`src/rtl/rdc_pkg.sv`:
```
package rdc_pkg;
  typedef enum logic {
    SHIFT_UP = 1'b0,
    SHIFT_DN = 1'b1
  } shift_dir_e;
endpackage

```
`src/rtl/rdc_edge_det.sv`:
```
module rdc_edge_det (
  input  logic clk_i,
  input  logic rst_ni,
  input  logic sclk_i,
  output logic fall_o
);
  logic sclk_q;

  // reset low: an edge needs a high level seen after reset
  always_ff @(posedge clk_i or negedge rst_ni) begin
    if (!rst_ni) sclk_q <= 1'b0;
    else         sclk_q <= sclk_i;
  end

  assign fall_o = sclk_q & ~sclk_i;
endmodule

```
`src/rtl/rdc_shift_reg.sv`:
```
module rdc_shift_reg #(
  parameter int unsigned N_ROWS = 34
) (
  input  logic              clk_i,
  input  logic              rst_ni,
  input  logic              shift_i,
  input  rdc_pkg::shift_dir_e dir_i,
  input  logic              din_i,
  output logic [N_ROWS-1:0] q_o
);
  localparam int unsigned LAST = N_ROWS - 1;

  logic [N_ROWS-1:0] q;
  logic [N_ROWS-1:0] nxt;

  for (genvar k = 0; k < N_ROWS; k++) begin : g_stage
    logic from_low, from_high;
    if (k == 0) begin : g_first
      assign from_low = din_i;
    end else begin : g_mid_lo
      assign from_low = q[k-1];
    end
    if (k == LAST) begin : g_last
      assign from_high = din_i;
    end else begin : g_mid_hi
      assign from_high = q[k+1];
    end
    assign nxt[k] = (dir_i == rdc_pkg::SHIFT_DN) ? from_high : from_low;
  end

  always_ff @(posedge clk_i or negedge rst_ni) begin
    if (!rst_ni)      q <= '0;
    else if (shift_i) q <= nxt;
  end

  assign q_o = q;
endmodule

```
`src/rtl/rdc_out_stage.sv`:
```
module rdc_out_stage #(
  parameter int unsigned N_ROWS = 34
) (
  input  logic [N_ROWS-1:0]   q_i,
  input  rdc_pkg::shift_dir_e dir_i,
  input  logic                pol_i,
  input  logic                en_i,
  output logic                dout_o,
  output logic [N_ROWS-1:0]   drv_en_o,
  output logic [N_ROWS-1:0]   lvl_o
);
  assign drv_en_o = q_i & {N_ROWS{en_i}};
  assign lvl_o    = {N_ROWS{pol_i}};
  // cascade tap sits at the end data moves toward
  assign dout_o   = (dir_i == rdc_pkg::SHIFT_DN) ? q_i[0] : q_i[N_ROWS-1];
endmodule

```
`src/rtl/row_drv_core.sv`:
```
module row_drv_core #(
  parameter int unsigned N_ROWS = 34
) (
  input  logic              clk_i,
  input  logic              rst_ni,
  input  logic              sclk_i,
  input  logic              din_i,
  input  logic              dir_i,
  input  logic              pol_i,
  input  logic              en_i,
  output logic              dout_o,
  output logic [N_ROWS-1:0] drv_en_o,
  output logic [N_ROWS-1:0] lvl_o
);
  logic                fall;
  logic [N_ROWS-1:0]   shift_q;
  rdc_pkg::shift_dir_e dir;

  assign dir = rdc_pkg::shift_dir_e'(dir_i);

  rdc_edge_det u_edge (
    .clk_i  (clk_i),
    .rst_ni (rst_ni),
    .sclk_i (sclk_i),
    .fall_o (fall)
  );

  rdc_shift_reg #(.N_ROWS(N_ROWS)) u_sreg (
    .clk_i   (clk_i),
    .rst_ni  (rst_ni),
    .shift_i (fall),
    .dir_i   (dir),
    .din_i   (din_i),
    .q_o     (shift_q)
  );

  rdc_out_stage #(.N_ROWS(N_ROWS)) u_out (
    .q_i      (shift_q),
    .dir_i    (dir),
    .pol_i    (pol_i),
    .en_i     (en_i),
    .dout_o   (dout_o),
    .drv_en_o (drv_en_o),
    .lvl_o    (lvl_o)
  );
endmodule

```
`config.mk`:
```
export PLATFORM = sky130hd
export DESIGN_NAME = row_drv_core
export DESIGN_NICKNAME = d
export VERILOG_FILES = /design/src/rtl/rdc_pkg.sv /design/src/rtl/rdc_edge_det.sv /design/src/rtl/rdc_shift_reg.sv /design/src/rtl/rdc_out_stage.sv /design/src/rtl/row_drv_core.sv
export SDC_FILE = /design/constraint.sdc
export NUM_CORES = 1
export LEC_CHECK = 0
export CAP_MARGIN = 20
export CORE_MARGIN = 2
export CORE_UTILIZATION = 40
export DETAILED_ROUTE_END_ITERATION = 6
export DONT_BUFFER_PORTS = 1
export PLACE_DENSITY_LB_ADDON = 0.15
export SLEW_MARGIN = 10
export SYNTH_ARGS = -nofsm -noshare
export SYNTH_HDL_FRONTEND = slang
export SYNTH_SLANG_ARGS = --single-unit
```
`constraint.sdc`:
```
create_clock -name clk_i -period 1.4 [get_ports clk_i]
set_input_delay 0.42 -clock clk_i [delete_from_list [all_inputs] [get_ports clk_i]]
set_output_delay 0.42 -clock clk_i [all_outputs]
set_load 0.02 [all_outputs]
```
Word-level counts from Yosys, hierarchy flattened
Index checks and enable logic that the tools add are counted.
- mux-type cells: 35
- bitwise logic cells: 3
- operator list (operator ; count):
    two-way mux 1 bit ; 35
    bitwise AND 34 bit ; 1
    bitwise AND 1 bit ; 1
    NOT 1 bit ; 1
- register bits after elaboration: 35
- input bits: 7
- output and inout port bits: 69
- logic and storage cells: 40

Logic depth before layout (Yosys ltp)
Gate-level depths: netlist (run 1).
- depth in word-level cells: 2
- mapped depth: 4
- gate-level depth less buffers: 2

By module
Synthesis (run 1) repeated with hierarchy kept, for this count alone.
- cell total of the unflattened synthesis: 222
- area, all modules: 2177.1 um2
- by module, submodules not included (module ; times used ; cells an instance ; area each (um2) ; sequential area each (um2)):
    rdc_shift_reg ; 1 ; 148 ; 1601.5 ; 850.8
    rdc_out_stage ; 1 ; 72 ; 536.8 ; 0.0
    rdc_edge_det ; 1 ; 2 ; 38.8 ; 25.0

Least setup slack after synthesis (run 1)
OpenSTA, ideal clock, no wires.
- path kind: input to output
- start: in dir_i
- end: out dout_o
- arrival time: 1.078 ns
- required time: 0.980 ns
- setup slack: -0.098 ns
- stages on the path: 3
- buffers on the path: 2
- cell sequence: buf_6 buf_12 mux2_2
- longest elaborated chain between the ends: 1
- RTL lines (element ; line ; source):
    start, declared ; row_drv_core.sv:8 ; input logic dir_i,
    two-way mux 1 bit ; rdc_out_stage.sv:15 ; assign dout_o = (dir_i == rdc_pkg::SHIFT_DN) ? q_i[0] : q_i[N_ROWS-1];
    end, declared ; row_drv_core.sv:11 ; output logic dout_o,
Every way passes these cells.

Final worst setup path (run 1)
- start: reg u_sreg.q[33], in the netlist u_sreg.q_o[33]
- end: out dout_o
- longest elaborated chain between the ends: 1
- RTL lines (element ; line ; source):
    start, declared ; rdc_shift_reg.sv:13 ; logic [N_ROWS-1:0] q;
    start signal, assigned ; rdc_shift_reg.sv:33 ; else if (shift_i) q <= nxt;
    two-way mux 1 bit ; rdc_out_stage.sv:15 ;
Every way passes these cells.

==> impl_metrics.tcl, run 1 <==
set metrics [dict create \
    critPathTopFamily "flip-flops" \
    grt_pass1_vias 1269 \
    syn2layout_area_growth_pct 7.75 \
    insertion_delay_ns 0.29 \
    drtIter0Drc 27 \
    p_leak_nw 1.34 \
    start_util_pct 41.5 \
    max_slew_margin_pct 86.4 \
    crit_arrival_ns 1.01 \
    crit_chain "mux2_4" \
    htreeDepth 2 \
    antenna_found_initial 0 \
    yosysWarningCount 0 \
    grt_max_degree 36 \
    cp-end-kind "output port" \
    synth.avg_cell_area_um2 13.3 \
    power_density_nw_per_um2 1230 \
    syn-num-nets 191 \
    yosysSeqAreaShare_pct 35.7 \
    die_area_um2 6780 \
    fp.coreArea_um2 5920 \
    cts.path.max_buffers 2 \
    fp.dieH_um 82.3 \
    die_x_um 82.3 \
    crit_fanout 3 \
    dr.pass1.iters 3 \
    crit_path_top_delay_cell "dfrtp_1" \
    hold_viol_final 0 \
    rrSetupSlack_ns 0.13 \
    cts_made_buffers 5 \
    grt.overflow.total 0 \
    post-route-min-period_ns 1.43 \
    clock-skew-final_ns 0.00551 \
    grt-busiest-layer "met2" \
    final_cell_mix "59 x mux2_4, 35 x dfrtp_1, 27 x buf_4, 19 x and2_2, 10 x mux2_2" \
    port_buffers 0 \
    whs_endpoint "u_edge.sclk_q" \
    mostFrequentLayoutCell "mux2_4" \
    violations "setup timing" \
    hold_path.class "in -> reg" \
    cts_sinks 35 \
    wl_per_cell_um 15.9 \
    synth.distinct_cells 10 \
    gr-usage-met2_pct 19.4 \
    antenna_cells 0 \
    routed_wl_mm 4.02 \
    rsz0062_at_grt "true" \
    crit_path_start_kind "register" \
    synth.area.top_cells "dfrtp_1 36%, mux2_4 35%, buf_4 11%" \
    fin_crit_sh_pct 102 \
    power_mw 3.24 \
    use_met3_pct 3.59 \
    drive_gt1_share_pct 75.3 \
    r2r_start "u_sreg.q_o[23]" \
    critPathMaxStageDelay_ns 0.40 \
    grt_first_pass_wirelength_mm 6.41 \
    nFillCells 538 \
    cap_violations 0 \
    cts_root_buffer "clkbuf_8" \
    max-vdd-ir-drop_uv 720 \
    place_congestion 0.668 \
    post-dp-hpwl_mm 2.41 \
    vias 1225 \
    synth_top_area_share_pct 35.7 \
    slew_violations 0 \
    fmax_mhz 699 \
    clk_pin_slew_ns 0.08 \
    tightest_slew_ns 0.204 \
    holdPathStages 0 \
    finalSetupViolCount 1 \
    fp-row-count 28 \
    finalNetCount 184 \
    r2r_end "u_sreg.q_o[24]" \
    status "complete, but fails checks" \
    ios 76 \
    cts_tree "yes" \
    final_area_um2 2650 \
    synthCells 184 \
    netlist_area_um2 2450 \
    post_drt_via_cell_ratio 4.84 \
    cp.required_ns 0.98 \
    path_class "reg -> out" \
    critPathBufInv 0 \
    synth_top_area_cell "dfrtp_1" \
    dpl_cell_area_um2 2230 \
    drtAntennaViolNets 0 \
    grt.total_usage_pct 12.4 \
    grt.met1_usage_pct 16.4 \
    drc 0 \
    synth_seq_cells 35 \
    fin_ws_ns -0.0298 \
    r2r_cells 4 \
    setup_tns_ns -0.0298 \
    hp-start "sclk_i" \
]
## worst reg2reg max path, delay by kind of cell (launching register included)
| kind | cells | cell delay (ns) |
|---|---|---|
| buffers and inverters | 2 | 0.26 |
| multiplexers | 2 | 0.51 |
| flip-flops | 1 | 0.40 |
## sequential cells by signal, indices dropped and copies added, names as in the netlist
signal and flops:
u_edge.sclk_q 1, u_sreg.q_o 34
## timing repair
item | in CTS | in global routing
endpoints found under the hold margin | 35 | 0
gates resized for setup | 6 | 27
hold buffers | 2 | 0
endpoints found under the setup margin | 7 | 22
gates cloned | 0 | 0
setup buffers | 6 | 21
## synth_stat cells
| cell | number |
|---|---|
| nor2b_1 | 1 |
| clkbuf_1 | 3 |
| dfrtp_1 | 35 |
| mux2_2 | 11 |
| buf_2 | 1 |
| buf_12 | 3 |
| buf_6 | 1 |
| mux2_4 | 58 |
| and2_1 | 34 |
| buf_4 | 37 |
## through the flow
stage	setup slack, ns	std cells	util (%)	hold slack [ns]
floorplan	-0.0303	184	-	0.124
global placement	0.148	216	37.7	0.126
detailed placement	0.125	216	37.7	0.126
CTS	-0.0460	232	41.4	0.142
global route	-0.0665	253	44.7	0.133
finish	-0.0298	253	44.7	0.153
## area by class of cell
class                      instances  area (um^2)  share of cell area [%]
clock buffer                       5         68.8                    2.60
clock inverter                     3         67.6                    2.55
multi-input combinational        104         1270                    47.9
sequential                        35          876                    33.1
tap                               75         93.8                    3.55
timing repair buffer              31          273                    10.3
## cells by family after synthesis
kind of cell | Yosys count | synth area share (%)
muxes | 69 | 40.5
buffers and inverters | 45 | 14.9
DFF | 35 | 35.7
and+or+nand+nor | 35 | 8.92
## per-layer routing
| metal | routed length, um | up-vias |
|---|---|---|
| li1 | - | 571 |
| met1 | 1870 | 616 |
| met2 | 1860 | 33 |
| met3 | 256 | 5 |
| met4 | 35 | 0 |
| met5 | 0 | - |
## worst max path at each step
stage | from | endpoint | slack (ns) | cells after the start
after CTS | u_sreg.q_o[33] | dout_o | -0.05 | 1
after detailed placement | sclk_i | u_sreg.q_o[30] | 0.12 | 3
final | u_sreg.q_o[33] | dout_o | -0.03 | 1
after global routing | u_sreg.q_o[0] | dout_o | -0.07 | 1
after floorplan | dir_i | dout_o | -0.03 | 3
after global placement | sclk_i | u_sreg.q_o[32] | 0.15 | 3
## where the power goes
group / switching [mW] / internal (mW)
Sequential: 0.130 / 1.15
Clock: 0.401 / 0.711
Combinational: 0.309 / 0.536
No activity file was read; power rests on OpenSTA's default activity.
==> inputs of run 2 (changes only) <==
--- a/config.mk
+++ b/config.mk
@@ -5,6 +5,7 @@
 export SDC_FILE = /design/constraint.sdc
 export NUM_CORES = 1
 export LEC_CHECK = 0
+export ABC_AREA = 1
 export CAP_MARGIN = 20
 export CORE_MARGIN = 2
 export CORE_UTILIZATION = 40
@@ -15,3 +16,4 @@
 export SYNTH_ARGS = -nofsm -noshare
 export SYNTH_HDL_FRONTEND = slang
 export SYNTH_SLANG_ARGS = --single-unit
+export TNS_END_PERCENT = 1
==> run 2 against run 1 <==
  * The run now ends clean
  * Worst setup slack gained 0.086 ns
  * Register-to-register slack gained 0.30 ns
  * Utilization shrank 5.9 points
  * Synthesized cell count grew 98%
  * Total power shrank 27%
  * Highest routed layer unchanged
  * Critical path depth grew 1
  * Sequential cell count is the same
  * Clock skew shrank 0.0015 ns
  * Clock-buffer cell count grew 1
  * Clock power shrank 14%
==> impl_metrics.tcl, run 2 <==
set metrics [dict create \
    syn2layout_area_growth_pct -5.52 \
    final_cell_mix "220 x nand2_1, 34 x dfrtp_1, 22 x nand2_2, 18 x inv_1, 18 x inv_2" \
    die_x_um 81.5 \
    crit_path_start_kind "register" \
    port_buffers 0 \
    yosysSeqAreaShare_pct 36.4 \
    die_area_um2 6640 \
    power_density_nw_per_um2 1040 \
    wl_per_cell_um 11.1 \
    synth_seq_cells 35 \
    synth_edf_count 0 \
    clk_pin_slew_ns 0.07 \
    synth_commonest_cells "221 x nand2_1, 35 x dfrtp_1, 35 x inv_1, 34 x buf_4, 21 x nand2_2" \
    cts_made_buffers 5 \
    fp.coreArea_um2 5850 \
    syn-num-nets 372 \
    use_met3_pct 4.73 \
    max_slew_margin_pct 82.1 \
    regArea_um2 877 \
    mostFrequentLayoutCell "nand2_1" \
    crit_chain "nand2_1 -> inv_1" \
    synth_ff_type "dfrtp_1" \
    rsz0062_at_grt "false" \
    synth.avg_cell_area_um2 6.59 \
    holdPathStages 0 \
    fmax_mhz 744 \
    p_leak_nw 1.50 \
    crit_path_top_delay_cell "dfrtp_1" \
    cp-end-kind "output port" \
    fin_hold_ws_ns 0.155 \
    rrSetupSlack_ns 0.43 \
    cts_setup_buffers 0 \
    r2r_end "u_sreg.q_o[21]" \
    antenna_found_initial 0 \
    finalNetCount 334 \
    cts_root_buffer "clkbuf_8" \
    r2r_cells 5 \
    clock-skew-final_ns 0.00401 \
    fin_crit_sh_pct 96.0 \
    pre_cts_slack_ns 0.228 \
    crit_fanout 4 \
    fp-row-count 28 \
    r2r_start "u_edge.sclk_q" \
    post-route-min-period_ns 1.34 \
    hold_viol_final 0 \
    hold_path.class "in -> reg" \
    cts_sinks 35 \
    synth.area.top_cells "dfrtp_1 36%, nand2_1 35%, buf_4 11%" \
    cap_violations 0 \
    netlist_area_um2 2400 \
    insertion_delay_ns 0.29 \
    setup_tns_ns 0 \
    htreeDepth 2 \
    grt-busiest-layer "met2" \
    tightest_slew_ns 0.269 \
    start_util_pct 41.1 \
    drive_gt1_share_pct 16.8 \
    cts_tree "yes" \
    whs_endpoint "u_edge.sclk_q" \
    grt.met1_usage_pct 20.8 \
    post-dp-hpwl_mm 2.85 \
    status "completed" \
    slew_violations 0 \
    post_drt_via_cell_ratio 4.39 \
    cts.path.max_buffers 2 \
    synthCells 365 \
    synth-async-reset-ratio_pct 100 \
    drtIter0Drc 170 \
    ios 76 \
    finalSetupViolCount 0 \
    synth_top_area_share_pct 36.4 \
    max-vdd-ir-drop_uv 770 \
    routed_wl_mm 4.49 \
    grt.total_usage_pct 14.9 \
    fin_ws_ns 0.0557 \
    largest_reg_flops 34 \
    yosysMostFrequentCell "nand2_1" \
    grt_max_degree 37 \
    dp.cells 393 \
    nFillCells 636 \
    drc 0 \
    synth_top_area_cell "dfrtp_1" \
    synth.distinct_cells 10 \
    vias 1770 \
    place_congestion 0.723 \
    fp.dieH_um 81.5 \
    crit_arrival_ns 0.92 \
    grt_first_pass_wirelength_mm 7.60 \
    gr-usage-met2_pct 22.2 \
    hp-start "sclk_i" \
    critPathMaxStageDelay_ns 0.42 \
    antenna_cells 0 \
    dr.pass1.iters 4 \
    path_class "reg -> out" \
    grt.overflow.total 0 \
    multi_input_area_um2 963 \
    yosysWarningCount 0 \
    grt_pass1_vias 1546 \
    fin_cells 403 \
    drtAntennaViolNets 0 \
    cp.required_ns 0.98 \
]
run 2: worst max path at each step:
| stage | start | end | slack [ns] | cells after the start |
|---|---|---|---|---|
| floorplan | dir_i | dout_o | 0.04 | 5 |
| global placement | dir_i | dout_o | 0.23 | 3 |
| global route | u_sreg.q_o[23] | drv_en_o[23] | 0.002 | 2 |
| CTS | u_sreg.q_o[0] | dout_o | 0.02 | 2 |
| finish | u_sreg.q_o[5] | drv_en_o[5] | 0.06 | 2 |
| detailed placement | dir_i | dout_o | 0.23 | 3 |
run 2: metrics by stage:
stage	utilization [%]	power, mW	instance area (um^2)
2_1_floorplan	-	1.53	2400
3_3_place_gp	36.2	1.38	2120
6_report	38.8	2.35	2270
3_5_place_dp	36.2	1.38	2120
5_1_grt	38.8	2.48	2270
4_1_cts	38.8	2.38	2270
run 2: what timing repair did:
| action | 4_1_cts | 5_1_grt |
|---|---|---|
| setup endpoints to repair | 0 | 19 |
| hold buffers | 2 | 0 |
| endpoints found under the hold margin | 35 | 0 |
| gates resized for setup | 0 | 19 |
run 2: power breakdown:
group          leakage, nW  switching [mW]  internal, mW  total (mW)
registers            0.480          0.0637          1.06        1.13
clock network       0.0612           0.382         0.576       0.959
logic                0.954           0.183        0.0840       0.267
total                 1.50           0.628          1.72        2.35
run 2: routing by layer:
layer  part of all wire (%)  vias to the layer above
met3                    5.7                        2
met1                     49                      788
li1                       -                      939
met2                     44                       41
met4                   0.74                        0
met5                      0                        -
run 2: cell families after synthesis:
kind of cell           count (synthesis)  synth area share (%)
and+or+nand+nor                      242                  40.0
buffers and inverters                 88                  23.6
DFF                                   35                  36.4
run 2: cell type report:
cell class                      count  share of cell area, %
Clock buffer                        6                   3.64
Clock inverter                      2                   1.54
Inverter                           37                   6.45
Multi-Input combinational cell    242                   42.4
Sequential cell                    35                   38.6
Tap cell                           75                   4.13
Timing Repair Buffer                6                   3.20
run 2: critical path: cells and delay by family, from the launching register on:
family        cells  cell delay (ns)
buf+inv           1             0.15
flops             1             0.42
simple gates      1             0.07
==> inputs of run 3 (changes only) <==
--- a/config.mk
+++ b/config.mk
@@ -7,6 +7,7 @@
 export LEC_CHECK = 0
 export ABC_AREA = 1
 export CAP_MARGIN = 20
+export CORE_ASPECT_RATIO = 0.75
 export CORE_MARGIN = 2
 export CORE_UTILIZATION = 40
 export DETAILED_ROUTE_END_ITERATION = 6
==> run 3 against run 2 <==
  * Via count decreased by 1.3%
  * Wire length down 0.74%
  * Register-to-register slack better by 0.03 ns
  * Critical path depth stayed put
  * Non-clock buffer count is the same
  * Critical endpoint is now drv_en_o[12]
  * Fmax increased by 0.21%
  * Critical path type unchanged
  * Worst setup slack better by 0.0028 ns
  * Sequential power barely moved
  * Largest cell class unchanged
  * Sequential share of layout area is 0.31 points lower
  * Hold slack gained 0.0012 ns
  * First-iteration DRC count decreased by 35%
  * Highest routed layer unchanged
==> impl_metrics.tcl, run 3 (same netlist as run 2, synthesis figures left out) <==
set metrics [dict create \
    status "completed" \
    post-route-min-period_ns 1.34 \
    drive_gt1_share_pct 16.5 \
    post_drt_via_cell_ratio 4.30 \
    cp.required_ns 0.98 \
    r2r_end "u_sreg.q_o[32]" \
    drtIter0Drc 111 \
    power_density_nw_per_um2 1030 \
    crit_fanout 4 \
    port_buffers 0 \
    max_slew_margin_pct 81.3 \
    crit_arrival_ns 0.92 \
    vias 1747 \
    hold_path.class "in -> reg" \
    critPathBufInv 1 \
    hold_viol_final 0 \
    cap_violations 0 \
    holdPathStages 0 \
    grt.overflow.total 0 \
    finalNetCount 334 \
    r2r_start "u_edge.sclk_q" \
    grt_pass1_vias 1558 \
    fin_cells 406 \
    setup_tns_ns 0 \
    place_congestion 0.695 \
    r2r_cells 5 \
    max-vdd-ir-drop_uv 569 \
    dp.cells 395 \
    fmax_mhz 745 \
    crit_path_start_kind "register" \
    drtAntennaViolNets 0 \
    die_x_um 93.5 \
    tightest_slew_ns 0.281 \
    wl_per_cell_um 11.0 \
    path_class "reg -> out" \
    p_leak_nw 1.50 \
    cts_root_buffer "clkbuf_8" \
    fp.coreArea_um2 5800 \
    dr.pass1.iters 4 \
    fp-row-count 24 \
    grt_max_degree 37 \
    fp.dieH_um 71.1 \
    post-dp-hpwl_mm 2.81 \
    start_util_pct 41.5 \
    cts.path.max_buffers 2 \
    whs_endpoint "u_edge.sclk_q" \
    cts_sinks 35 \
    antenna_cells 0 \
    crit_path_top_delay_cell "dfrtp_1" \
    rrSetupSlack_ns 0.46 \
    insertion_delay_ns 0.28 \
    cts_tree "yes" \
    grt_first_pass_wirelength_mm 7.60 \
    critPathTopFamily "flip-flops" \
    final_cell_mix "220 x nand2_1, 35 x dfrtp_1, 22 x nand2_2, 18 x inv_1, 18 x inv_2" \
    fin_crit_sh_pct 95.8 \
    cp-end-kind "output port" \
    clock-skew-final_ns 0.00505 \
    routed_wl_mm 4.45 \
    crit_chain "nand2_1 -> inv_1" \
    rsz0062_at_grt "false" \
    finalSetupViolCount 0 \
    slew_violations 0 \
    drc 0 \
    hp-start "sclk_i" \
    ios 76 \
    cts_made_buffers 5 \
    mostFrequentLayoutCell "nand2_1" \
    critPathMaxStageDelay_ns 0.42 \
    die_area_um2 6650 \
    htreeDepth 2 \
    antenna_found_initial 0 \
    syn2layout_area_growth_pct -4.89 \
    grt.total_usage_pct 14.3 \
    largest_reg_flops 34 \
    clk_pin_slew_ns 0.07 \
]
==> run 3: worst max-delay path by stage <==
| stage | startpoint | to | slack (ns) | cells past startpoint |
|---|---|---|---|---|
| 2_1_floorplan | dir_i | dout_o | 0.04 | 5 |
| 3_3_place_gp | dir_i | dout_o | 0.25 | 3 |
| 3_5_place_dp | dir_i | dout_o | 0.25 | 3 |
| 4_1_cts | u_sreg.q_o[0] | dout_o | 0.02 | 2 |
| 5_1_grt | u_sreg.q_o[0] | dout_o | 0.001 | 2 |
| 6_report | u_sreg.q_o[12] | drv_en_o[12] | 0.06 | 2 |
==> run 3: worst reg2reg max path: cells and delay by family (launching register included) <==
kind / cells / cell delay, ns
flops: 1 / 0.38
simple gates: 3 / 0.25
buf+inv: 2 / 0.21
==> run 3: repair_timing <==
action | CTS | global route
endpoints found under the setup margin | 0 | 19
setup buffers | 0 | 1
hold buffers | 2 | 0
endpoints found under the hold margin | 35 | 0
resized for setup | 0 | 18
==> run 3: power breakdown <==
group          leakage (nW)  switching, mW  total (mW)  internal, mW
clock                0.0612          0.374       0.951         0.576
sequential            0.482         0.0629        1.13          1.06
combinational         0.961          0.184       0.271        0.0870
total                  1.50          0.622        2.35          1.73
==> run 3: area by class of cell <==
| cell class | instances | area, um^2 |
|---|---|---|
| fillers | 664 | 3510 |
| clock buffers | 6 | 82.6 |
| well taps | 78 | 97.6 |
| multi-input cells | 242 | 963 |
| clock inverters | 2 | 35.0 |
| flip-flops and latches | 35 | 876 |
| inverters | 37 | 146 |
| repair buffers | 6 | 85.1 |
==> run 3: per-layer routing <==
layer	GRT usage [%]	part of all wire (%)
met1	20.6	53
met2	20.3	42
met3	4.58	3.9
met4	4.90	0.97
met5	0	0
==> run 3: stage by stage <==
| stage | setup WS [ns] | instance area (um^2) | hold WS, ns | utilization, % | total power [mW] |
|---|---|---|---|---|---|
| finish | 0.0585 | 2290 | 0.157 | 39.4 | 2.35 |
| global route | 0.00130 | 2290 | 0.134 | 39.4 | 2.48 |
| CTS | 0.0160 | 2280 | 0.143 | 39.3 | 2.39 |
| detailed placement | 0.247 | 2130 | 0.125 | 36.7 | 1.39 |
| global placement | 0.246 | 2130 | 0.125 | 36.7 | 1.39 |
| floorplan | 0.0428 | 2400 | 0.124 | - | 1.53 |
